### src/rtl/irq_src_pkg.sv
package irq_src_pkg;
  localparam int PRIO_W = 8;
  localparam logic [PRIO_W-1:0] PRIO_MASKED = 8'hFF;
  localparam logic [7:0] RSP_OK  = 8'h00;
  localparam logic [7:0] RSP_ERR = 8'hFD;  // -3
  typedef enum logic [1:0] {
    CFG_SET = 2'd0,
    CFG_GET = 2'd1,
    CFG_OFF = 2'd2,
    CFG_ON  = 2'd3
  } cfg_op_e;
endpackage

### src/rtl/irq_src_entry.sv
module irq_src_entry
  import irq_src_pkg::*;
#(
  parameter bit IS_LVL = 1'b0,
  parameter int SRV_W  = 2
) (
  input  logic              clk_i,
  input  logic              rst_ni,
  input  logic              line_i,
  input  logic              wr_i,
  input  logic [SRV_W-1:0]  wr_srv_i,
  input  logic [PRIO_W-1:0] wr_prio_i,
  input  logic [PRIO_W-1:0] wr_saved_i,
  input  logic              rej_i,
  input  logic              eoi_i,
  input  logic              scan_i,
  input  logic              take_i,
  output logic [SRV_W-1:0]  srv_o,
  output logic [PRIO_W-1:0] prio_o,
  output logic [PRIO_W-1:0] saved_o,
  output logic              want_o
);
  logic [SRV_W-1:0]  srv_q, srv_d;
  logic [PRIO_W-1:0] prio_q, prio_d, saved_q, saved_d;
  logic asrt_q, asrt_d, sent_q, sent_d, rej_q, rej_d, mp_q, mp_d;
  logic line_q, want_q, want_d;
  logic offer, lvl_chk;

  // Ordered steps within one cycle: reject, eoi, write, line, scan, level check.
  always_comb begin
    srv_d = srv_q; prio_d = prio_q; saved_d = saved_q;
    asrt_d = asrt_q; sent_d = sent_q; rej_d = rej_q; mp_d = mp_q;
    offer = 1'b0; lvl_chk = 1'b0;
    if (rej_i) begin
      rej_d = 1'b1;
      sent_d = 1'b0;
    end
    if (eoi_i && IS_LVL) sent_d = 1'b0;
    if (wr_i) begin
      srv_d = wr_srv_i; prio_d = wr_prio_i; saved_d = wr_saved_i;
      if (IS_LVL) lvl_chk = 1'b1;
      else if (mp_d && wr_prio_i != PRIO_MASKED) begin
        mp_d = 1'b0;
        offer = 1'b1;
      end
    end
    if (line_i != line_q) begin
      if (IS_LVL) begin
        asrt_d = line_i;
        lvl_chk = 1'b1;
      end else if (line_i) begin
        if (prio_d == PRIO_MASKED) mp_d = 1'b1;
        else offer = 1'b1;
      end
    end
    if (scan_i) begin
      if (IS_LVL) lvl_chk = 1'b1;
      else if (rej_d) begin
        rej_d = 1'b0;
        if (prio_d != PRIO_MASKED) offer = 1'b1;
      end
    end
    if (lvl_chk && prio_d != PRIO_MASKED && asrt_d && !sent_d) begin
      sent_d = 1'b1;
      offer = 1'b1;
    end
    want_d = (want_q & ~take_i) | offer;
  end

  always_ff @(posedge clk_i or negedge rst_ni) begin
    if (!rst_ni) begin
      srv_q <= '0; prio_q <= PRIO_MASKED; saved_q <= PRIO_MASKED;
      asrt_q <= 1'b0; sent_q <= 1'b0; rej_q <= 1'b0; mp_q <= 1'b0;
      line_q <= 1'b0; want_q <= 1'b0;
    end else begin
      srv_q <= srv_d; prio_q <= prio_d; saved_q <= saved_d;
      asrt_q <= asrt_d; sent_q <= sent_d; rej_q <= rej_d; mp_q <= mp_d;
      line_q <= line_i; want_q <= want_d;
    end
  end

  assign srv_o   = srv_q;
  assign prio_o  = prio_q;
  assign saved_o = saved_q;
  assign want_o  = want_q;
endmodule

### src/rtl/irq_src_arb.sv
module irq_src_arb #(
  parameter int N_SRC = 8,
  localparam int IDX_W = $clog2(N_SRC)
) (
  input  logic             clk_i,
  input  logic             rst_ni,
  input  logic [N_SRC-1:0] want_i,
  input  logic             ready_i,
  output logic             valid_o,
  output logic [IDX_W-1:0] idx_o,
  output logic [N_SRC-1:0] take_o
);
  logic             hold_q, any;
  logic [IDX_W-1:0] hold_idx_q, pick;

  always_comb begin
    any = 1'b0;
    pick = '0;
    for (int i = N_SRC - 1; i >= 0; i--) begin
      if (want_i[i]) begin
        any = 1'b1;
        pick = IDX_W'(i);
      end
    end
  end

  // A shown but untaken offer is locked until taken.
  assign valid_o = hold_q | any;
  assign idx_o   = hold_q ? hold_idx_q : pick;

  always_comb begin
    take_o = '0;
    if (valid_o && ready_i) take_o[idx_o] = 1'b1;
  end

  always_ff @(posedge clk_i or negedge rst_ni) begin
    if (!rst_ni) begin
      hold_q <= 1'b0;
      hold_idx_q <= '0;
    end else begin
      hold_q <= valid_o && !ready_i;
      hold_idx_q <= idx_o;
    end
  end
endmodule

### src/rtl/irq_source_ctrl.sv
module irq_source_ctrl
  import irq_src_pkg::*;
#(
  parameter int N_SRC    = 8,
  parameter int N_SRV    = 4,
  parameter int BASE     = 16,
  parameter int NUM_W    = 12,
  parameter int SRV_IN_W = 8,
  parameter logic [N_SRC-1:0] LVL_MASK = 8'hF0,
  localparam int IDX_W = $clog2(N_SRC),
  localparam int SRV_W = $clog2(N_SRV)
) (
  input  logic                clk_i,
  input  logic                rst_ni,
  input  logic [N_SRC-1:0]    src_line_i,
  input  logic                cfg_valid_i,
  input  logic [1:0]          cfg_op_i,
  input  logic [NUM_W-1:0]    cfg_num_i,
  input  logic [SRV_IN_W-1:0] cfg_srv_i,
  input  logic [PRIO_W-1:0]   cfg_prio_i,
  output logic                rsp_valid_o,
  output logic [7:0]          rsp_code_o,
  output logic [SRV_W-1:0]    rsp_srv_o,
  output logic [PRIO_W-1:0]   rsp_prio_o,
  output logic                offer_valid_o,
  input  logic                offer_ready_i,
  output logic [NUM_W-1:0]    offer_num_o,
  output logic [SRV_W-1:0]    offer_srv_o,
  output logic [PRIO_W-1:0]   offer_prio_o,
  input  logic                rej_valid_i,
  input  logic [NUM_W-1:0]    rej_num_i,
  input  logic                eoi_valid_i,
  input  logic [NUM_W-1:0]    eoi_num_i,
  input  logic                resend_i,
  output logic                busy_o
);
  function automatic logic in_rng(logic [NUM_W-1:0] n);
    return (32'(n) >= BASE) && (32'(n) < BASE + N_SRC);
  endfunction

  function automatic logic [IDX_W-1:0] to_idx(logic [NUM_W-1:0] n);
    return IDX_W'(32'(n) - BASE);
  endfunction

  logic [SRV_W-1:0]  srv_arr   [N_SRC];
  logic [PRIO_W-1:0] prio_arr  [N_SRC];
  logic [PRIO_W-1:0] saved_arr [N_SRC];
  logic [N_SRC-1:0]  want, take;

  cfg_op_e          op;
  logic             cfg_ok, cfg_wr;
  logic [IDX_W-1:0] cfg_idx, rej_idx, eoi_idx, sel_idx;
  logic [SRV_W-1:0]  wr_srv;
  logic [PRIO_W-1:0] wr_prio, wr_saved;
  logic             rej_ok, eoi_ok;

  assign op      = cfg_op_e'(cfg_op_i);
  assign cfg_idx = to_idx(cfg_num_i);
  assign cfg_ok  = in_rng(cfg_num_i) &&
                   (op != CFG_SET || 32'(cfg_srv_i) < N_SRV);
  assign cfg_wr  = cfg_valid_i && cfg_ok && op != CFG_GET;
  assign rej_idx = to_idx(rej_num_i);
  assign eoi_idx = to_idx(eoi_num_i);
  assign rej_ok  = rej_valid_i && in_rng(rej_num_i);
  assign eoi_ok  = eoi_valid_i && in_rng(eoi_num_i);

  always_comb begin
    wr_srv = srv_arr[cfg_idx];
    wr_prio = saved_arr[cfg_idx];
    wr_saved = saved_arr[cfg_idx];
    unique case (op)
      CFG_SET: begin
        wr_srv = cfg_srv_i[SRV_W-1:0];
        wr_prio = cfg_prio_i;
        wr_saved = cfg_prio_i;
      end
      CFG_OFF: begin
        wr_prio = PRIO_MASKED;
        wr_saved = prio_arr[cfg_idx];
      end
      default: ;
    endcase
  end

  // Resend scan: one source per cycle.
  logic             busy_q;
  logic [IDX_W-1:0] scan_q;
  always_ff @(posedge clk_i or negedge rst_ni) begin
    if (!rst_ni) begin
      busy_q <= 1'b0;
      scan_q <= '0;
    end else if (resend_i) begin
      busy_q <= 1'b1;
      scan_q <= '0;
    end else if (busy_q) begin
      if (scan_q == IDX_W'(N_SRC - 1)) busy_q <= 1'b0;
      else scan_q <= scan_q + 1'b1;
    end
  end
  assign busy_o = busy_q;

  for (genvar g = 0; g < N_SRC; g++) begin : g_src
    irq_src_entry #(.IS_LVL(LVL_MASK[g]), .SRV_W(SRV_W)) i_entry (
      .clk_i      (clk_i),
      .rst_ni     (rst_ni),
      .line_i     (src_line_i[g]),
      .wr_i       (cfg_wr && cfg_idx == IDX_W'(g)),
      .wr_srv_i   (wr_srv),
      .wr_prio_i  (wr_prio),
      .wr_saved_i (wr_saved),
      .rej_i      (rej_ok && rej_idx == IDX_W'(g)),
      .eoi_i      (eoi_ok && eoi_idx == IDX_W'(g)),
      .scan_i     (busy_q && scan_q == IDX_W'(g)),
      .take_i     (take[g]),
      .srv_o      (srv_arr[g]),
      .prio_o     (prio_arr[g]),
      .saved_o    (saved_arr[g]),
      .want_o     (want[g])
    );
  end

  irq_src_arb #(.N_SRC(N_SRC)) i_arb (
    .clk_i   (clk_i),
    .rst_ni  (rst_ni),
    .want_i  (want),
    .ready_i (offer_ready_i),
    .valid_o (offer_valid_o),
    .idx_o   (sel_idx),
    .take_o  (take)
  );

  assign offer_num_o  = NUM_W'(BASE) + NUM_W'(sel_idx);
  assign offer_srv_o  = srv_arr[sel_idx];
  assign offer_prio_o = prio_arr[sel_idx];

  always_ff @(posedge clk_i or negedge rst_ni) begin
    if (!rst_ni) begin
      rsp_valid_o <= 1'b0;
      rsp_code_o  <= RSP_OK;
      rsp_srv_o   <= '0;
      rsp_prio_o  <= '0;
    end else begin
      rsp_valid_o <= cfg_valid_i;
      if (cfg_valid_i) begin
        rsp_code_o <= cfg_ok ? RSP_OK : RSP_ERR;
        rsp_srv_o  <= cfg_ok ? srv_arr[cfg_idx] : '0;
        rsp_prio_o <= cfg_ok ? prio_arr[cfg_idx] : '0;
      end
    end
  end
endmodule

### config.mk
export PLATFORM = sky130hd
export DESIGN_NAME = irq_source_ctrl
export DESIGN_NICKNAME = d
export VERILOG_FILES = /design/src/rtl/irq_src_pkg.sv /design/src/rtl/irq_src_entry.sv /design/src/rtl/irq_src_arb.sv /design/src/rtl/irq_source_ctrl.sv
export SDC_FILE = /design/constraint.sdc
export NUM_CORES = 1
export LEC_CHECK = 0
export ABC_CLOCK_PERIOD_IN_PS = 4900
export BUFFER_PORTS_ARGS = -buffer_cell sky130_fd_sc_hd__buf_2
export CORE_ASPECT_RATIO = 0.8
export CORE_UTILIZATION = 30
export CTS_CLUSTER_DIAMETER = 100
export DETAILED_ROUTE_END_ITERATION = 7
export GPL_TIMING_DRIVEN = 0
export HOLD_SLACK_MARGIN = 0.06
export SETUP_SLACK_MARGIN = 0.1
export SLEW_MARGIN = 20
export SYNTH_ARGS = -nofsm -noshare
export SYNTH_HDL_FRONTEND = slang
export SYNTH_SLANG_ARGS = --single-unit
### constraint.sdc
create_clock -name clk_i -period 4.9 [get_ports clk_i]
set_input_delay 0.98 -clock clk_i [delete_from_list [all_inputs] [get_ports clk_i]]
set_output_delay 0.98 -clock clk_i [all_outputs]
set_load 0.01 [all_outputs]
==> metrics.cfg, run 1 <==
[status]
outcome=finished, final reports clean

[drt]
routed_wl_um=29450
viasPerCell=5.267
wire_per_inst_um=20.86
drtPass1Iterations=7
drtAntennaViolNets=0
drc=0
vias=7437
drt_iter0_drc=482

[layout]
diodes=0
finalInstanceArea_sq_um=11930
drive_gt1_frac=0.4816
final_nets=1040
stdcell_count=1412
syn_to_final_growth_pct=16.72

[yosys]
yosys.area_share.simple=0.09193
netlist_area_sq_um=10220
avgSynthCellArea_sq_um=12.20
synth_top_family_by_area=multiplexers
ys.flop_type=dfstp_2
synth_compound_area_frac=0.1130
ys_warn_count=0
muxShareOfSynthArea=0.2367
synth_cells=838
yosysUniqueCellTypes=65
synth-xor-area-share=0.001714
synth-seq-cells=196
ys_seq_area_frac=0.4955
synth_fa_ha_area_frac=0.01028
async_reset_ff_frac=1.000
synth-edff-count=0

[sta]
period_needed_ps=4568
hold_viol=0
setup_viol=0
timing.final.crit_share=0.9323
slew_violations=0
relSlewSlack=0.2886
finalClockSkew_ps=12.21
grt_setup_unrepaired=no
worst_pin_slew_ps=1058
fmax_mhz=218.9
fin_ws_ps=331.5

[worst_setup_path]
critPathMaxStageDelay_ps=630
path_cells=inv_1 > a21oi_1 > o21bai_1 > a21oi_1 > o31a_1 > clkbuf_1 > clkbuf_1 > mux4_2 > mux2_2 > buf_2
critPathKind=reg2out
end_kind=output pin
critPathLaunchType=flop
worstPathArrival_ps=3590
worstPathMaxFanout=10
cpMaxStageDelayCell=clkbuf_1
required_ps=3920
reg2regPathDepth=7

[clocking]
cts_tree=yes
cts_setup_buffers=0
htree_levels=4
clockRootBuffer=clkbuf_16
cts_buffers=17
cts_sinks=196
cts.path.max_buffers=2
hold_buffers=0
path_clk_slew_ps=70
insertion_delay_ps=450
postCtsResizedCells=0

[place]
dp_hpwl_um=21190
post_dp_cell_area_sq_um=11360
dp.cells=1380
place_congestion=0.8566
portBuffers=97
pre_cts_ws_ps=581.7

[power_and_ir_drop]
power_density_nw_per_um2=290.9
p_leak_nw=4.917
peakVddDrop_v=0.0002425
p_total_mw=3.470

[min_path]
whs_path_depth=2
hold_path_class=reg2reg

[run]
cap_violations=0

[floorplan]
fp.dieH_um=167.1
rows=60
start_util=0.3046
io-pin-count=112
die-area_sq_um=34820
core_sq_um=33560
die_x_um=208.4

[global_routing]
grt_max_degree=102
antenna_found_initial=0
grt_pass1_wl_um=45670
grt_pass1_vias=7352
grtUsageTotal=0.1732
overflow=0

## metal layers
metal / share of wire / GRT usage
met2: 0.45 / 0.2603
met3: 0.072 / 0.04389
met4: 0.019 / 0.05507
met1: 0.46 / 0.2436
met5: 0 / 0
## where the power goes
group / switching, mW / internal [mW] / leakage, nW
registers: 0.0303 / 1.66 / 2.17
clock network: 0.650 / 0.721 / 0.274
logic: 0.255 / 0.151 / 2.47
total: 0.935 / 2.54 / 4.92
## registers in the layout, summed over array words and instances, names as in the netlist
| signal | cells |
|---|---|
| rsp_code_o | 1 |
| g_src.i_entry.srv_o | 16 |
| g_src.i_entry.saved_o | 64 |
| g_src.i_entry.prio_o | 64 |
| rsp_srv_o | 2 |
| g_src.i_entry.mp_q | 4 |
| scan_q | 3 |
| i_arb.hold_idx_q | 3 |
| rsp_prio_o | 8 |
| rsp_valid_o | 1 |
| g_src.i_entry.asrt_q | 4 |
| g_src.i_entry.want_o | 8 |
| g_src.i_entry.rej_q | 4 |
| i_arb.hold_q | 1 |
| g_src.i_entry.sent_q | 4 |
| busy_o | 1 |
| g_src.i_entry.line_q | 8 |
## path summary, 6_finish.rpt
check	start	end	slack (ps)
max	g_src[6].i_entry.want_o	offer_prio_o[0]	330
min	g_src[6].i_entry.sent_q	g_src[6].i_entry.sent_q	500
min in group asynchronous	rst_ni	g_src[6].i_entry.asrt_q	600
min reg2reg	g_src[6].i_entry.sent_q	g_src[6].i_entry.sent_q	500
max in group asynchronous	rst_ni	g_src[3].i_entry.prio_o[1]	3450
max reg2reg	g_src[0].i_entry.want_o	g_src[7].i_entry.want_o	1790
## cells in the mapped netlist (7+ instances only)
cell,instances,area [sq um]
a21o_1,7,52.55
a21oi_1,65,325.3
a31oi_1,17,106.4
buf_2,22,110.1
buf_4,20,150.1
clkbuf_1,19,71.32
dfrtp_1,68,1702
dfstp_2,128,3363
inv_1,25,93.84
mux2_2,108,1216
mux2i_1,16,160.2
mux4_2,44,991.0
nand2_1,20,75.07
nand2b_1,7,43.79
nand4_1,17,106.4
nor2_1,91,341.6
nor2b_1,11,68.82
nor3_1,7,35.03
o21ai_0,20,100.1
o22ai_1,13,81.33
o31ai_1,10,75.07
## stage by stage
stage / hold slack (ps) / util / setup TNS [ps]
global placement: 464.3 / 0.3361 / -23820
finish: 499.4 / 0.3555 / 0
global route: 520.7 / 0.3555 / 0
CTS: 500.5 / 0.3555 / 0
detailed placement: 482.5 / 0.3387 / 0
floorplan: 444.4 / - / 0
## layout make-up
type	count	area, sq um
plain buffers	70	414.1
clock buffers	19	442.9
clock inverters	13	122.6
fillers	3283	21630
inverters	26	97.59
multi-input cells	554	4683
flip-flops and latches	196	5065
well taps	434	543.0
repair buffers	100	561.8
## worst max-delay path, delay by kind of cell, from the launching register on
family	cells	cell delay, ps
flip-flops	1	410
AO/OA/AOI/OAI	4	510
multiplexers	2	810
buffers and inverters	4	1420
## cell families (layout without fill, tap and decap cells)
| group | after synthesis | count (layout) |
|---|---|---|
| AO/OA/AOI/OAI | 178 | 178 |
| buffers and inverters | 96 | 228 |
| other | 2 | 10 |
| AND/OR/NAND/NOR | 185 | 185 |
| multiplexers | 170 | 170 |
| adder cells (fa/ha/maj) | 9 | 9 |
| flip-flops | 196 | 196 |
| XOR/XNOR | 2 | 2 |
## cell usage in the layout (no fill, tap or decap), types with 4 or more instances in the layout
cell type	instances
dfrtp_1	68
dfstp_2	128
a211oi_1	5
or2_2	5
nand2_1	20
mux4_2	44
mux2i_1	16
mux2_2	108
nand4_1	17
o22ai_1	13
o31a_1	6
inv_1	25
clkbuf_1	20
nand3_1	5
nand2b_1	7
o21ai_0	20
a21oi_1	65
clkbuf_16	17
a31oi_1	17
nor2b_1	11
ha_1	6
nor3_1	7
o211ai_1	4
nor4_4	4
nor4_1	4
o31ai_1	10
nor4b_1	4
conb_1	10
a21o_1	7
buf_1	4
nor2_1	91
and2_1	4
buf_2	118
buf_4	20
No activity file was read; power rests on OpenSTA's default activity.
==> run 2: changes to the inputs <==
- CORE_UTILIZATION: 30 -> 42
==> metrics.cfg, run 2 (synthesis gave the netlist of run 1 again) <==
[layout]
final_common_cell=dfstp_2
fin_util=0.4971
final_nets=1040
stdcell_count=1290
fill_cells=2148
syn_to_final_growth_pct=15.02
diodes=0
drive_gt1_frac=0.4806
most-common-layout-cells=128 x dfstp_2, 118 x buf_2, 108 x mux2_2, 91 x nor2_1, 68 x dfrtp_1

[global_routing]
antenna_found_initial=1
overflow=0
grt_max_degree=81
grt_pass1_vias=7068
grt_pass1_wl_um=44120
grtUsageTotal=0.2408

[sta]
fmax_mhz=218.1
timing.final.crit_share=0.9358
grt_setup_unrepaired=no
setup_viol=0
setup_tns_ps=0
slew_violations=0
period_needed_ps=4586
worst_pin_slew_ps=1034
hold_viol=0
finalClockSkew_ps=14.65
relSlewSlack=0.3048

[min_path]
hold_path_class=in2async

[status]
outcome=finished, final reports clean

[clocking]
cts_setup_buffers=0
path_clk_slew_ps=80
cts_tree=yes
insertion_delay_ps=440
hold_buffers=0
cts.path.max_buffers=2
postCtsResizedCells=0
cts_sinks=196
cts_buffers=17
htree_levels=4
clockRootBuffer=clkbuf_16

[floorplan]
core_sq_um=23650
die-area_sq_um=24970
io-pin-count=112
rows=50
die_x_um=176.4
fp.dieH_um=141.5
start_util=0.4322

[worst_setup_path]
end_kind=output pin
path_cells=inv_1 > a21oi_1 > o21bai_1 > a21oi_1 > o31a_1 > clkbuf_1 > clkbuf_1 > mux4_2 > mux2_2 > buf_2
critPathMaxStageDelay_ps=690
worstPathArrival_ps=3610
critPathKind=reg2out
required_ps=3920
critPathLaunchType=flop
cpMaxStageDelayCell=clkbuf_1
worstPathMaxFanout=10

[drt]
drtPass1Iterations=6
wire_per_inst_um=22.19
vias=7326
routed_wl_um=28620
drt_iter0_drc=664
drtAntennaViolNets=0
drc=0
viasPerCell=5.679

[power_and_ir_drop]
peakVddDrop_v=0.0002577
power_density_nw_per_um2=292.2
p_leak_nw=4.904

[run]
cap_violations=0

[place]
dp_hpwl_um=20690
portBuffers=97
place_congestion=0.9285
dp.cells=1258

## run 2: changes by cell type in the layout (fill, tap and decap cells not counted), sizes merged
| cell | change |
|---|---|
| clkinv | -2 |
| bufinv | -1 |
| clkbuf | +1 |
| inv | +2 |
## run 2: final timing paths
check	start	end	slack [ps]	cells past startpoint
min in group clk_i	g_src[6].i_entry.sent_q	g_src[6].i_entry.sent_q	490	2
max	g_src[6].i_entry.want_o	offer_prio_o[2]	310	10
min reg2reg	g_src[6].i_entry.sent_q	g_src[6].i_entry.sent_q	490	2
max reg2reg	g_src[0].i_entry.want_o	g_src[0].i_entry.want_o	1910	8
min	rst_ni	scan_q[0]	440	1
max in group asynchronous	rst_ni	g_src[1].i_entry.prio_o[0]	3680	2
## run 2: final cells by class
| class | count | area, sq um | area share |
|---|---|---|---|
| Clock buffer | 20 | 446.7 | 0.03799 |
| Multi-Input combinational cell | 554 | 4683 | 0.3984 |
| Inverter | 26 | 97.59 | 0.008301 |
| Buffer | 70 | 414.1 | 0.03523 |
| Timing Repair Buffer | 100 | 561.8 | 0.04779 |
| Sequential cell | 196 | 5065 | 0.4308 |
| Clock inverter | 12 | 97.59 | 0.008301 |
| Tap cell | 312 | 390.4 | 0.03321 |
## run 2: per-layer routing
| metal | up-vias | routed length (um) | track usage |
|---|---|---|---|
| met5 | - | 12 | 0 |
| met4 | 2 | 468 | 0.06488 |
| met3 | 30 | 2162 | 0.06297 |
| met2 | 247 | 12300 | 0.3390 |
| met1 | 3715 | 13670 | 0.3637 |
| li1 | 3332 | - | - |
## run 2: critical path: cells and delay by family (launching register included)
family          cells  cell delay, ps
mux                 2             800
compound gates      4             470
flops               1             390
buf+inv             4            1490
## run 2: through the flow
stage                     setup WS (ps)  area (sq um)  power [mW]  hold slack, ps
after floorplan                    1585         10250       1.958           444.4
after global placement           -444.2         11130       2.119           469.5
after detailed placement          736.2         11210       2.130           469.0
after CTS                         320.7         11760       3.463           436.5
final                             314.5         11760       3.435           435.9
after global routing              148.3         11760       3.564           441.7
## run 2: report_power, final
group          leakage (nW)  switching (mW)  internal [mW]
combinational          2.47           0.259          0.151
sequential             2.17          0.0297           1.66
clock                 0.260           0.657          0.675
==> run 3: changes to the inputs <==
- CORE_MARGIN: unset -> 2
- SYNTH_HIERARCHICAL: unset -> 1
- TNS_END_PERCENT: unset -> 10
==> metrics.cfg, run 3 <==
[drt]
routed_wl_um=28150
viasPerCell=5.739
drc=0
drtPass1Iterations=5
wire_per_inst_um=22.33
drt_iter0_drc=508
vias=7237
drtAntennaViolNets=0

[layout]
final_nets=1005
drive_gt1_frac=0.5779
syn_to_final_growth_pct=15.36
final_common_cell=mux2_2
fin_util=0.4966
diodes=0
most-common-layout-cells=155 x mux2_2, 128 x dfstp_2, 104 x buf_2, 68 x dfrtp_1, 52 x nor2_1

[global_routing]
grt_pass1_vias=7234
antenna_found_initial=1
grt_pass1_wl_um=43620
overflow=0
grtUsageTotal=0.2192
grt_max_degree=88

[floorplan]
die-area_sq_um=26400
start_util=0.4305
rows=51
die_x_um=181.2
fp.dieH_um=145.7
core_sq_um=24500
io-pin-count=112

[worst_setup_path]
worstPathArrival_ps=3320
required_ps=3920
end_kind=output pin
critPathLaunchType=flop
worstPathMaxFanout=10
critPathKind=reg2out

[clocking]
cts.path.max_buffers=2
clockRootBuffer=clkbuf_16
cts_sinks=196
postCtsResizedCells=0
cts_setup_buffers=0
insertion_delay_ps=450
htree_levels=4
cts_buffers=17
cts_tree=yes
path_clk_slew_ps=80
hold_buffers=0

[yosys]
synth_cells=802
netlist_area_sq_um=10550
avgSynthCellArea_sq_um=13.15
ys_warn_count=6

[sta]
slew_violations=0
worst_pin_slew_ps=1109
timing.final.crit_share=0.8780
fmax_mhz=232.4
hold_viol=0
grt_setup_unrepaired=no
fin_ws_ps=597.6
setup_viol=0
finalClockSkew_ps=14.51
period_needed_ps=4302
hold_slack_ps=403.1
setup_tns_ps=0
relSlewSlack=0.2581

[power_and_ir_drop]
p_leak_nw=5.123
p_total_mw=3.626
power_density_nw_per_um2=298.0
peakVddDrop_v=0.0002230

[status]
outcome=finished, final reports clean

[run]
cap_violations=0

[min_path]
hold_path_class=in2async

[place]
dp_hpwl_um=20220
pre_cts_ws_ps=562.4
portBuffers=99
place_congestion=0.8738

[run 3: report_power, final]
| group | switching (mW) | internal, mW |
|---|---|---|
| clock network | 0.744 | 0.706 |
| logic | 0.304 | 0.180 |
| registers | 0.0315 | 1.66 |
| total | 1.08 | 2.55 |
[run 3: worst max-delay path, stage by stage (launching register included)]
cell and delay (ps):
dfrtp_1 420, or2b_1 240, a221oi_1 280, o31ai_1 200
inv_1 260, buf_2 450, mux4_2 580, mux2_2 290
buf_2 140
[run 3: cell type report]
type / count / area, sq um
Buffer: 53 / 394.1
Fill cell: 2178 / 12340
Sequential cell: 196 / 5065
Multi-Input combinational cell: 525 / 4996
Timing Repair Buffer: 101 / 560.5
Clock inverter: 15 / 193.9
Tap cell: 318 / 397.9
Inverter: 36 / 135.1
Clock buffer: 17 / 425.4
[run 3: metal layers]
metal  up-vias  share of wire  global-route usage
li1       3229              -                   -
met1      3713           0.46              0.3234
met2       254           0.44              0.3201
met3        39          0.070             0.05130
met4         2          0.022             0.06748
met5         -        0.00025                   0
[run 3: path summary, 6_finish.rpt]
path                                                  start                          end  slack [ps]  depth (start not counted)
min in group clk_i                  g_src[7].i_entry/line_q      g_src[7].i_entry/asrt_q         480                          1
worst max register to register  g_src[5].i_entry/saved_o[3]  g_src[7].i_entry/saved_o[3]        1960                          5
max in group asynchronous                            rst_ni   g_src[7].i_entry/prio_o[6]        3380                          3
worst min register to register      g_src[7].i_entry/line_q      g_src[7].i_entry/asrt_q         480                          1
worst min-delay path                                 rst_ni                  rsp_valid_o         400                          1
worst max-delay path                g_src[7].i_entry/want_o              offer_prio_o[1]         600                          8
[run 3: stage by stage]
| step | std cells | instance area [sq um] |
|---|---|---|
| 5_1_grt | 1261 | 12170 |
| 6_report | 1261 | 12170 |
| 3_5_place_dp | 1229 | 11540 |
| 2_1_floorplan | 810 | 10580 |
| 4_1_cts | 1261 | 12160 |
| 3_3_place_gp | 1227 | 11470 |
